**src/rtl/gci_mon_ctrl.sv**
```systemverilog
module gci_mon_ctrl #(
  parameter int DW = 8,
  parameter logic [DW-1:0] IDLE_BYTE = '1
) (
  input  logic          clk,
  input  logic          rst_n,
  input  logic          frame_stb,
  input  logic [DW-1:0] tx_data,
  input  logic          tx_valid,
  output logic          tx_ready,
  output logic          tx_aborted,
  output logic [DW-1:0] rx_data,
  output logic          rx_valid,
  output logic          rx_eom,
  input  logic          rx_irq_en,
  input  logic          irq_ack,
  output logic          rx_irq,
  input  logic          cmd_abort,
  input  logic          cmd_timeout,
  input  logic          cmd_init,
  input  logic [DW-1:0] mon_in,
  input  logic          e_in,
  input  logic          a_in,
  output logic [DW-1:0] mon_out,
  output logic          e_out,
  output logic          a_out
);

  logic          tx_busy, a_prev, pend_ab, pend_to;
  logic [DW-1:0] tx_hold, cand, rx_q;
  logic          cand_v, a_q, active, idle1;
  logic          ab_left;
  logic          rx_v_q, eom_q, irq_q, txab_q;

  wire do_to     = cmd_timeout | pend_to;
  wire do_ab     = cmd_abort | pend_ab;
  wire ack_in    = tx_busy & a_in & ~a_prev;
  wire far_abort = tx_busy & a_in & a_prev;

  assign tx_ready   = frame_stb & ~do_to & (~tx_busy | ack_in);
  wire   take       = tx_ready & tx_valid;

  assign mon_out    = tx_hold;
  assign e_out      = tx_busy;
  assign a_out      = a_q;
  assign rx_data    = rx_q;
  assign rx_valid   = rx_v_q;
  assign rx_eom     = eom_q;
  assign rx_irq     = irq_q;
  assign tx_aborted = txab_q;

  always_ff @(posedge clk or negedge rst_n) begin
    if (!rst_n) begin
      tx_busy <= 1'b0; tx_hold <= IDLE_BYTE; a_prev <= 1'b0;
      pend_ab <= 1'b0; pend_to <= 1'b0;
      cand <= '0; cand_v <= 1'b0; a_q <= 1'b0; ab_left <= 1'b0;
      active <= 1'b0; idle1 <= 1'b0; rx_q <= '0;
      rx_v_q <= 1'b0; eom_q <= 1'b0; irq_q <= 1'b0; txab_q <= 1'b0;
    end else if (cmd_init) begin
      tx_busy <= 1'b0; tx_hold <= IDLE_BYTE; a_prev <= 1'b0;
      pend_ab <= 1'b0; pend_to <= 1'b0;
      cand <= '0; cand_v <= 1'b0; a_q <= 1'b0; ab_left <= 1'b0;
      active <= 1'b0; idle1 <= 1'b0; rx_q <= '0;
      rx_v_q <= 1'b0; eom_q <= 1'b0; irq_q <= 1'b0; txab_q <= 1'b0;
    end else begin
      rx_v_q <= 1'b0;
      eom_q  <= 1'b0;
      txab_q <= 1'b0;
      if (irq_ack)     irq_q   <= 1'b0;
      if (cmd_abort)   pend_ab <= 1'b1;
      if (cmd_timeout) pend_to <= 1'b1;
      if (frame_stb) begin
        pend_ab <= 1'b0;
        pend_to <= 1'b0;
        a_prev  <= a_in;

        if (do_to) begin
          tx_busy <= 1'b0; tx_hold <= IDLE_BYTE;
        end else if (take) begin
          tx_busy <= 1'b1; tx_hold <= tx_data;
        end else if (far_abort) begin
          tx_busy <= 1'b0; tx_hold <= IDLE_BYTE; txab_q <= 1'b1;
        end else if (ack_in) begin
          tx_busy <= 1'b0; tx_hold <= IDLE_BYTE;
        end

        if (do_to) begin
          cand_v <= 1'b0; a_q <= 1'b0; ab_left <= 1'b0;
          active <= 1'b0; idle1 <= 1'b0;
        end else if (do_ab) begin
          cand_v <= 1'b0; a_q <= 1'b1; ab_left <= 1'b1;
          active <= 1'b0; idle1 <= 1'b0;
        end else if (ab_left) begin
          a_q <= 1'b1; ab_left <= 1'b0;
        end else if (e_in) begin
          active <= 1'b1;
          idle1  <= 1'b0;
          if (cand_v && mon_in == cand) begin
            rx_q   <= mon_in;
            rx_v_q <= 1'b1;
            a_q    <= 1'b1;
            cand_v <= 1'b0;
            if (rx_irq_en) irq_q <= 1'b1;
          end else begin
            cand   <= mon_in;
            cand_v <= 1'b1;
            a_q    <= 1'b0;
          end
        end else begin
          cand_v <= 1'b0;
          a_q    <= 1'b0;
          if (active) begin
            if (idle1) begin
              eom_q <= 1'b1; active <= 1'b0; idle1 <= 1'b0;
            end else begin
              idle1 <= 1'b1;
            end
          end
        end
      end
    end
  end

endmodule


```
**config.mk**
```make
export PLATFORM = sky130hd
export DESIGN_NAME = gci_mon_ctrl
export DESIGN_NICKNAME = d
export VERILOG_FILES = /design/src/rtl/gci_mon_ctrl.sv
export SDC_FILE = /design/constraint.sdc
export NUM_CORES = 1
export LEC_CHECK = 0
export BUFFER_PORTS_ARGS = -buffer_cell sky130_fd_sc_hd__buf_2
export CORE_MARGIN = 2
export CORE_UTILIZATION = 45
export DETAILED_ROUTE_END_ITERATION = 12
export GPL_ROUTABILITY_DRIVEN = 0
export MAX_ROUTING_LAYER = met4
export PLACE_DENSITY = 0.78
export SYNTH_ARGS = -nofsm -noshare
export SYNTH_HDL_FRONTEND = slang
export SYNTH_SLANG_ARGS = --single-unit
```
**constraint.sdc**
```tcl
create_clock -name clk -period 4.95 [get_ports clk]
set_input_delay 0.495 -clock clk [delete_from_list [all_inputs] [get_ports clk]]
set_output_delay 0.495 -clock clk [all_outputs]
set_load 0.05 [all_outputs]
```
## Word-level counts from Yosys, hierarchy flattened

Index checks and enable logic that the tools add are counted.

- Bitwise logic cells: 12
- Equality and inequality tests: 6
- Reductions and logical operators: 13
- Mux-type cells: 94

Operators with widths:

| operator | number |
|---|---|
| $mux 8 | 20 |
| $mux 1 | 74 |
| $reduce_and 6->1 | 2 |
| $reduce_bool 5->1 | 2 |
| $eq 8x8->1 | 1 |
| $ne 2x2->1 const B | 4 |
| $and 1x1->1 | 6 |
| $reduce_bool 2->1 | 3 |
| $reduce_bool 3->1 | 2 |
| $ne 4x2->1 const B | 1 |
| $reduce_and 2->1 | 2 |
| $not 1->1 | 3 |
| $or 1x1->1 | 3 |
| $reduce_and 3->1 | 1 |
| $logic_and 1x1->1 | 1 |

- Input bits: 27
- Register bits: 37
- Output and inout port bits: 23
- Logic and storage cells: 141

## Longest topological paths before layout

Gate-level depths: netlist of the first run.

- Depth in word-level cells: 9
- Depth in mapped cells: 6
- Depth with buffers taken out: 5

## Least setup slack after synthesis of the first run

Ideal clock, no wire load.

- Path kind: input -> register
- Start: in cmd_timeout
- End: reg tx_hold[0] (netlist: mon_out[0])
- Path slack: 2.546 ns
- Library setup time: 0.080 ns
- Buffers on the path: 0
- Arrival time: 2.324 ns
- Required time: 4.870 ns
- Stages: 4
- Cells stage by stage: or3b_4 a21oi_1 nand3b_2 o22a_1

- Cells in the longest elaborated chain, start to end: 9
- Elaborated cells between the ends (all ways): 11
- Those cells by class: mux: 4; bitwise: 5; reduce/logical: 2

RTL lines:

| element | RTL line | RTL |
|---|---|---|
| start: declaration | 19 | `input logic cmd_timeout,` |
| $or 1x1->1 (*) | 35 | `wire do_to = cmd_timeout \| pend_to;` |
| $not 1->1 (*) | 40 | `assign tx_ready = frame_stb & ~do_to & (~tx_busy \| ack_in);` |
| $and 1x1->1 (*) (2 in series) | 40 |  |
| net tx_ready | 10 | `output logic tx_ready,` |
| $and 1x1->1 (*) | 41 | `wire take = tx_ready & tx_valid;` |
| $mux 8 | 79 | `end else if (take) begin` |
| $mux 8 | 77 | `if (do_to) begin` |
| $mux 8 | 72 | `if (frame_stb) begin` |
| $mux 8 | 59 | `end else if (cmd_init) begin` |
| end signal: assignment | 60 | `tx_busy <= 1'b0; tx_hold <= IDLE_BYTE; a_prev <= 1'b0;` |
| end signal: assignment | 78 | `tx_busy <= 1'b0; tx_hold <= IDLE_BYTE;` |
| end signal: assignment | 80 | `tx_busy <= 1'b1; tx_hold <= tx_data;` |
| end: declaration | 30 | `logic [DW-1:0] tx_hold, cand, rx_q;` |

The timed path passes the listed nets; every way through them passes the cells marked *. The select of a mux whose other input is x is not followed.
A chain may end at the register's enable or synchronous reset.

## Worst setup path in the final report of the first run

- Start: reg pend_to
- End: out tx_ready

- Cells in the longest elaborated chain, start to end: 4

RTL lines:

| element | RTL line | RTL |
|---|---|---|
| start: declaration | 29 | `logic tx_busy, a_prev, pend_ab, pend_to;` |
| start signal: assignment | 55 | `pend_ab <= 1'b0; pend_to <= 1'b0;` |
| start signal: assignment | 61 | `pend_ab <= 1'b0; pend_to <= 1'b0;` |
| start signal: assignment | 71 | `if (cmd_timeout) pend_to <= 1'b1;` |
| $or 1x1->1 | 35 |  |
| $not 1->1 | 40 |  |
| $and 1x1->1 (2 in series) | 40 |  |
| end: declaration | 10 |  |

Every way passes these cells.

==> impl_metrics.yaml, run 1 <==
worst_hold_path:
  holdCritPathClass: "in -> async"
critical_path:
  path_buf_inv: 1
  cp_slowest_stage_delay_ns: 0.41
  end_kind: "output port"
  crit_slowest_cell: "or3b_4"
  crit_arrival_ns: 1.65
  cp.required_ns: 4.45
  crit_chain: "or3b_4 > a21oi_1 > buf_2"
  timing_worst_setup_path_type: "reg -> out"
  cp_num_cells: 3
  crit_fanout: 3
  cp_top_family: "simple AND/OR/NAND/NOR gates"
  r2r_setup_slack_ns: 3.03
  startpoint_type: "flip-flop"
  r2r_cells: 5
placement:
  place_inst: 223
  pre_cts_slack_ns: 2.746
  dpl.hpwl_um: 2522
  portBuffers: 49
route:
  wl_um: 3373
  drt_iter0_drc: 42
  wl_per_cell_um: 14.60
  drtAntennaViolNets: 0
  first_pass_iters: 4
  dr_total_vias: 1231
  drc_errors: 0
  vias_per_cell: 5.329
power:
  power_density_nw_per_um2: 297.5
  leakage_nw: 1.035
  vdd_drop_max_mv: 0.1897
floorplanning:
  start_util_pct: 47.55
  rows: 21
  die-height_um: 63.85
  dieArea_um2: 4076
  fp.dieW_um: 63.85
  placeableCoreArea_um2: 3390
  ios: 50
synthesis:
  synth_mux_area_share_pct: 6.211
  synthSimpleGateAreaFrac_pct: 14.29
  syn_nets: 159
  synthXorXnorAreaFrac_pct: 4.348
  synthCells: 132
  synth_compound_area_share_pct: 15.22
  synthAdderAreaFrac_pct: 0
  ys_seq_area_share_pct: 58.07
  synth_cell_type_count: 30
  synth_top_family_by_area: "compound AO/OA/AOI/OAI gates"
  yosys.area.top_type_share_pct: 45.03
  syn_area_per_cell_um2: 12.21
  yosys_warnings: 0
  synth.cell_area_um2: 1612
  ys_seq_elements: 37
  yosysTopAreaCell: "dfrtp_1"
  synth_area_leaders: "dfrtp_1 45%, dfstp_2 13%, mux2i_1 6.2%"
run_status:
  outcome: "finished, final reports clean"
finish:
  num_antenna_cells: 0
  final_cell_mix: "49 x buf_2, 29 x dfrtp_1, 14 x nor2_1"
  fin_cells: 231
  final_common_cell: "buf_2"
  nets: 211
  area_growth_pct: 22.90
  drive_gt1_share_pct: 38.38
  final-seq-area_um2: 935.9
  fill_cells: 297
  multi_input_area_um2: 645.6
job:
  cap_violations: 0
cts:
  clockBufferDepth: 2
  insertion_delay_ns: 0.34
  ctsResizeCount: 0
  htree_levels: 2
  path_clk_slew_ns: 0.11
  cts_root_buf: "clkbuf_4"
  postCtsHoldBufs: 0
  cts_inserted_buffers: 5
  tritoncts: "yes"
  post-cts-setup-buffers: 0
  clkSinkCount: 37
timing:
  fin_skew_ns: 0.01268
  fin_tns_setup_ns: 0
  hold_ws_ns: 0.2321
  fmax_mhz: 465.2
  fin_ws_ns: 2.801
  rsz0062_at_grt: "false"
  setup_violations: 0
  period_needed_ns: 2.149
  worstMarginPinSlew_ns: 0.8084
  min_period_over_period_pct: 43.42
  slew_headroom_pct: 46.11
  finalHoldViolCount: 0
  final_max_slew_viol_count: 0
global_routing:
  antenna_found_initial: 0
  grt_pass1_vias: 1280
  grt_usage_pct: 18.93
  overflow: 0
  grt_pass1_wl_um: 5796
  grt_max_degree: 38
-- power breakdown --
group	internal (mW)	switching, mW	total, mW	leakage (nW)
sequential	0.309	0.00419	0.313	0.486
clock	0.121	0.0951	0.216	0.0455
combinational	0.0209	0.0395	0.0604	0.503
total	0.451	0.139	0.589	1.03
-- Yosys cell counts --
master    number
dfrtp_1       29
nor2_1        14
a22o_1        11
mux2i_1       10
dfstp_2        8
o22a_1         8
nand2_1        6
o21ai_0        5
xor2_1         5
a21o_1         3
a21oi_1        3
clkbuf_1       3
inv_1          3
nor3_1         3
xnor2_1        3
and4_1         2
nand2b_1       2
nand3_1        2
a21oi_2        1
buf_4          1
nand3b_2       1
nand4_4        1
nor2_2         1
nor2b_1        1
nor3_2         1
nor3b_4        1
nor4_1         1
nor4b_1        1
o21a_1         1
or3b_4         1
-- metrics by stage --
stage                     instance area (um^2)  total power, mW  utilization [%]
final                                     1981           0.5893            58.43
after global routing                      1981           0.6143            58.43
after CTS                                 1981           0.5959            58.43
after detailed placement                  1896           0.3796            55.92
after global placement                    1896           0.3768            55.92
after floorplan                           1612           0.3520                -
-- worst paths after layout --
| check | end | start |
|---|---|---|
| min in group clk | rx_eom | e_in |
| worst max register to register | cand[2] | pend_to |
| worst max-delay path | tx_ready | pend_to |
| worst min-delay path | rx_data[6] | rst_n |
| worst min register to register | cand_v | cand_v |
| max in group asynchronous | ab_left | rst_n |
-- cell families (layout without fill, tap and decap cells) --
logic type	Yosys count	after routing
and+or+nand+nor	38	38
DFF	37	37
AOI/OAI and AO/OA	32	32
muxes	10	10
xor gates and xnor gates	8	8
buffers and inverters	7	60
-- metal layers --
| metal | vias up | part of all wire (%) | global-route usage (%) |
|---|---|---|---|
| li1 | 578 | - | - |
| met4 | 0 | 1.4 | 5.707 |
| met3 | 6 | 6.2 | 5.282 |
| met5 | - | 0 | - |
| met1 | 609 | 42 | 22.17 |
| met2 | 38 | 50 | 31.77 |
-- layout make-up --
class | count | area share (%)
Clock inverter | 1 | 1.516
Inverter | 3 | 0.5685
Clock buffer | 7 | 2.780
Multi-Input combinational cell | 88 | 32.60
Tap cell | 46 | 2.906
Timing Repair Buffer | 49 | 12.38
Sequential cell | 37 | 47.25
Power figures use the tool's default switching activity.
==> run 2, diff against run 1 <==
--- a/config.mk
+++ b/config.mk
@@ -11,7 +11,7 @@
 export DETAILED_ROUTE_END_ITERATION = 12
 export GPL_ROUTABILITY_DRIVEN = 0
 export MAX_ROUTING_LAYER = met4
-export PLACE_DENSITY = 0.78
+export PLACE_DENSITY = 0.8
 export SYNTH_ARGS = -nofsm -noshare
 export SYNTH_HDL_FRONTEND = slang
 export SYNTH_SLANG_ARGS = --single-unit
==> constraint.sdc (replaced) <==
create_clock -name clk -period 1.9 [get_ports clk]
set_input_delay 0.19 -clock clk [delete_from_list [all_inputs] [get_ports clk]]
set_output_delay 0.19 -clock clk [all_outputs]
set_load 0.05 [all_outputs]
==> run 2 against run 1 <==
Die area is the same. Routed wire length down 1.8%. Flip-flop and latch count is the same. Worst setup slack got worse by 2.7 ns. Critical endpoint unchanged. Largest cell class unchanged.
==> impl_metrics.yaml, run 2 (synthesis results as in run 1) <==
run_status:
  outcome: "finished, final reports clean"
timing:
  min_period_over_period_pct: 93.52
  slew_headroom_pct: 48.06
  period_needed_ns: 1.777
  worstMarginPinSlew_ns: 0.7791
  rsz0062_at_grt: "false"
  final_max_slew_viol_count: 0
  setup_violations: 0
  finalHoldViolCount: 0
  fin_tns_setup_ns: 0
  fmax_mhz: 562.8
  fin_skew_ns: 0.009577
floorplanning:
  dieArea_um2: 4076
  fp.dieW_um: 63.85
  ios: 50
  placeableCoreArea_um2: 3390
  start_util_pct: 47.55
  rows: 21
  die-height_um: 63.85
route:
  wl_um: 3311
  vias_per_cell: 5.372
  drc_errors: 0
  drtAntennaViolNets: 0
  first_pass_iters: 4
  dr_total_vias: 1257
  wl_per_cell_um: 14.15
  drt_iter0_drc: 62
placement:
  place_inst: 225
  dpl.hpwl_um: 2490
  placed_area_um2: 1914
  portBuffers: 49
critical_path:
  cp_slowest_stage_delay_ns: 0.41
  reg2reg_to: "cand[6]"
  end_kind: "output port"
  timing_worst_setup_path_type: "reg -> out"
  cp_top_family: "simple AND/OR/NAND/NOR gates"
  path_buf_inv: 1
  r2r_setup_slack_ns: 0.16
  startpoint_type: "flip-flop"
  r2r_cells: 5
  reg2reg_from: "cand[1]"
  crit_chain: "or3b_4 > a21oi_2 > buf_2"
  crit_arrival_ns: 1.59
  cp.required_ns: 1.71
  crit_slowest_cell: "or3b_4"
  crit_fanout: 3
finish:
  fin_cells: 234
  num_antenna_cells: 0
  area_growth_pct: 22.59
  design_area_um2: 1976
  fill_cells: 279
  final_cell_mix: "49 x buf_2, 29 x dfrtp_1, 14 x nor2_1"
  final_common_cell: "buf_2"
  nets: 214
  drive_gt1_share_pct: 38.83
power:
  vdd_drop_max_mv: 0.3398
  clock_power_share_pct: 28.3
  leakage_nw: 1.032
  power.internal_mw: 1.011
  p_comb_share_pct: 11.9
  switchingPower_mw: 0.3530
  power_density_nw_per_um2: 690.7
  switching_share_pct: 25.87
  p_seq_share_pct: 59.8
cts:
  insertion_delay_ns: 0.34
  cts_root_buf: "clkbuf_4"
  clkSinkCount: 37
  cts_inserted_buffers: 5
  clockBufferDepth: 2
  tritoncts: "yes"
  htree_levels: 2
  path_clk_slew_ns: 0.11
global_routing:
  overflow: 0
  grt_usage_pct: 19.08
  grt_pass1_wl_um: 5816
  grt_pass1_vias: 1307
  antenna_found_initial: 0
  grt_max_degree: 38
worst_hold_path:
  hold_start: "e_in"
  hold_end: "rx_eom"
  holdCritPathClass: "in -> reg"
  holdPathStages: 2
job:
  cap_violations: 0
[run 2: timing repair]
action / CTS / global route
endpoints found under the hold margin: 29 / 0
endpoints found under the setup margin: 0 / 8
buffers inserted: 0 / 0
hold buffers: 1 / 0
gates resized for setup: 0 / 1
[run 2: worst max-delay path by stage]
stage | endpoint | cells past startpoint | slack, ns | start
2_1_floorplan | mon_out[0] | 4 | 0.05 | pend_to
3_3_place_gp | cand[1] | 5 | 0.20 | pend_to
3_5_place_dp | cand[6] | 5 | 0.06 | pend_to
4_1_cts | cand[6] | 5 | 0.04 | pend_to
5_1_grt | cand[6] | 5 | 0.03 | cand[7]
6_report | tx_ready | 3 | 0.12 | pend_to
[run 2: stage by stage]
step           setup slack [ns]  hold WS, ns  util, %  power (mW)
2_1_floorplan           0.05119      -0.1056        -      0.9181
3_3_place_gp             0.1957       0.3042    56.48      0.9868
3_5_place_dp            0.06376       0.3193    56.48      0.9935
4_1_cts                 0.04039      0.04214    58.21       1.379
5_1_grt                 0.02964      0.03103    58.29       1.449
6_report                 0.1230      0.05335    58.29       1.364
[run 2: area by class of cell]
type                            instances  area (um^2)  share of cell area, %
Multi-Input combinational cell         88        651.9                  33.00
Sequential cell                        37        935.9                  47.37
Clock buffer                            8        48.80                  2.470
Timing Repair Buffer                   52        270.3                  13.68
Tap cell                               46        57.56                  2.913
Inverter                                3        11.26                 0.5700
[run 2: power by group through the flow]
| stage | registers [mW] | clock network, mW | logic (mW) |
|---|---|---|---|
| 2_1_floorplan | 0.851 | 0 | 0.0672 |
| 3_3_place_gp | 0.829 | 0 | 0.158 |
| 3_5_place_dp | 0.830 | 0 | 0.164 |
| 4_1_cts | 0.816 | 0.398 | 0.166 |
| 5_1_grt | 0.818 | 0.452 | 0.180 |
| 6_report | 0.815 | 0.386 | 0.163 |
[run 2: worst register-to-register path, stage by stage, from the launching register on]
cell and delay (ns):
dfrtp_1 0.41, xor2_1 0.17, nor3_2 0.29, nand3_1 0.21
a21oi_2 0.39, a22o_1 0.22
[run 2: routing by layer]
layer  part of all wire, %  global-route usage, %  vias up
li1                      -                      -      583
met1                    42                  22.82      613
met2                    48                  30.73       54
met3                   7.8                  4.930        7
met4                   2.1                  7.880        0
met5                     0                      -        -
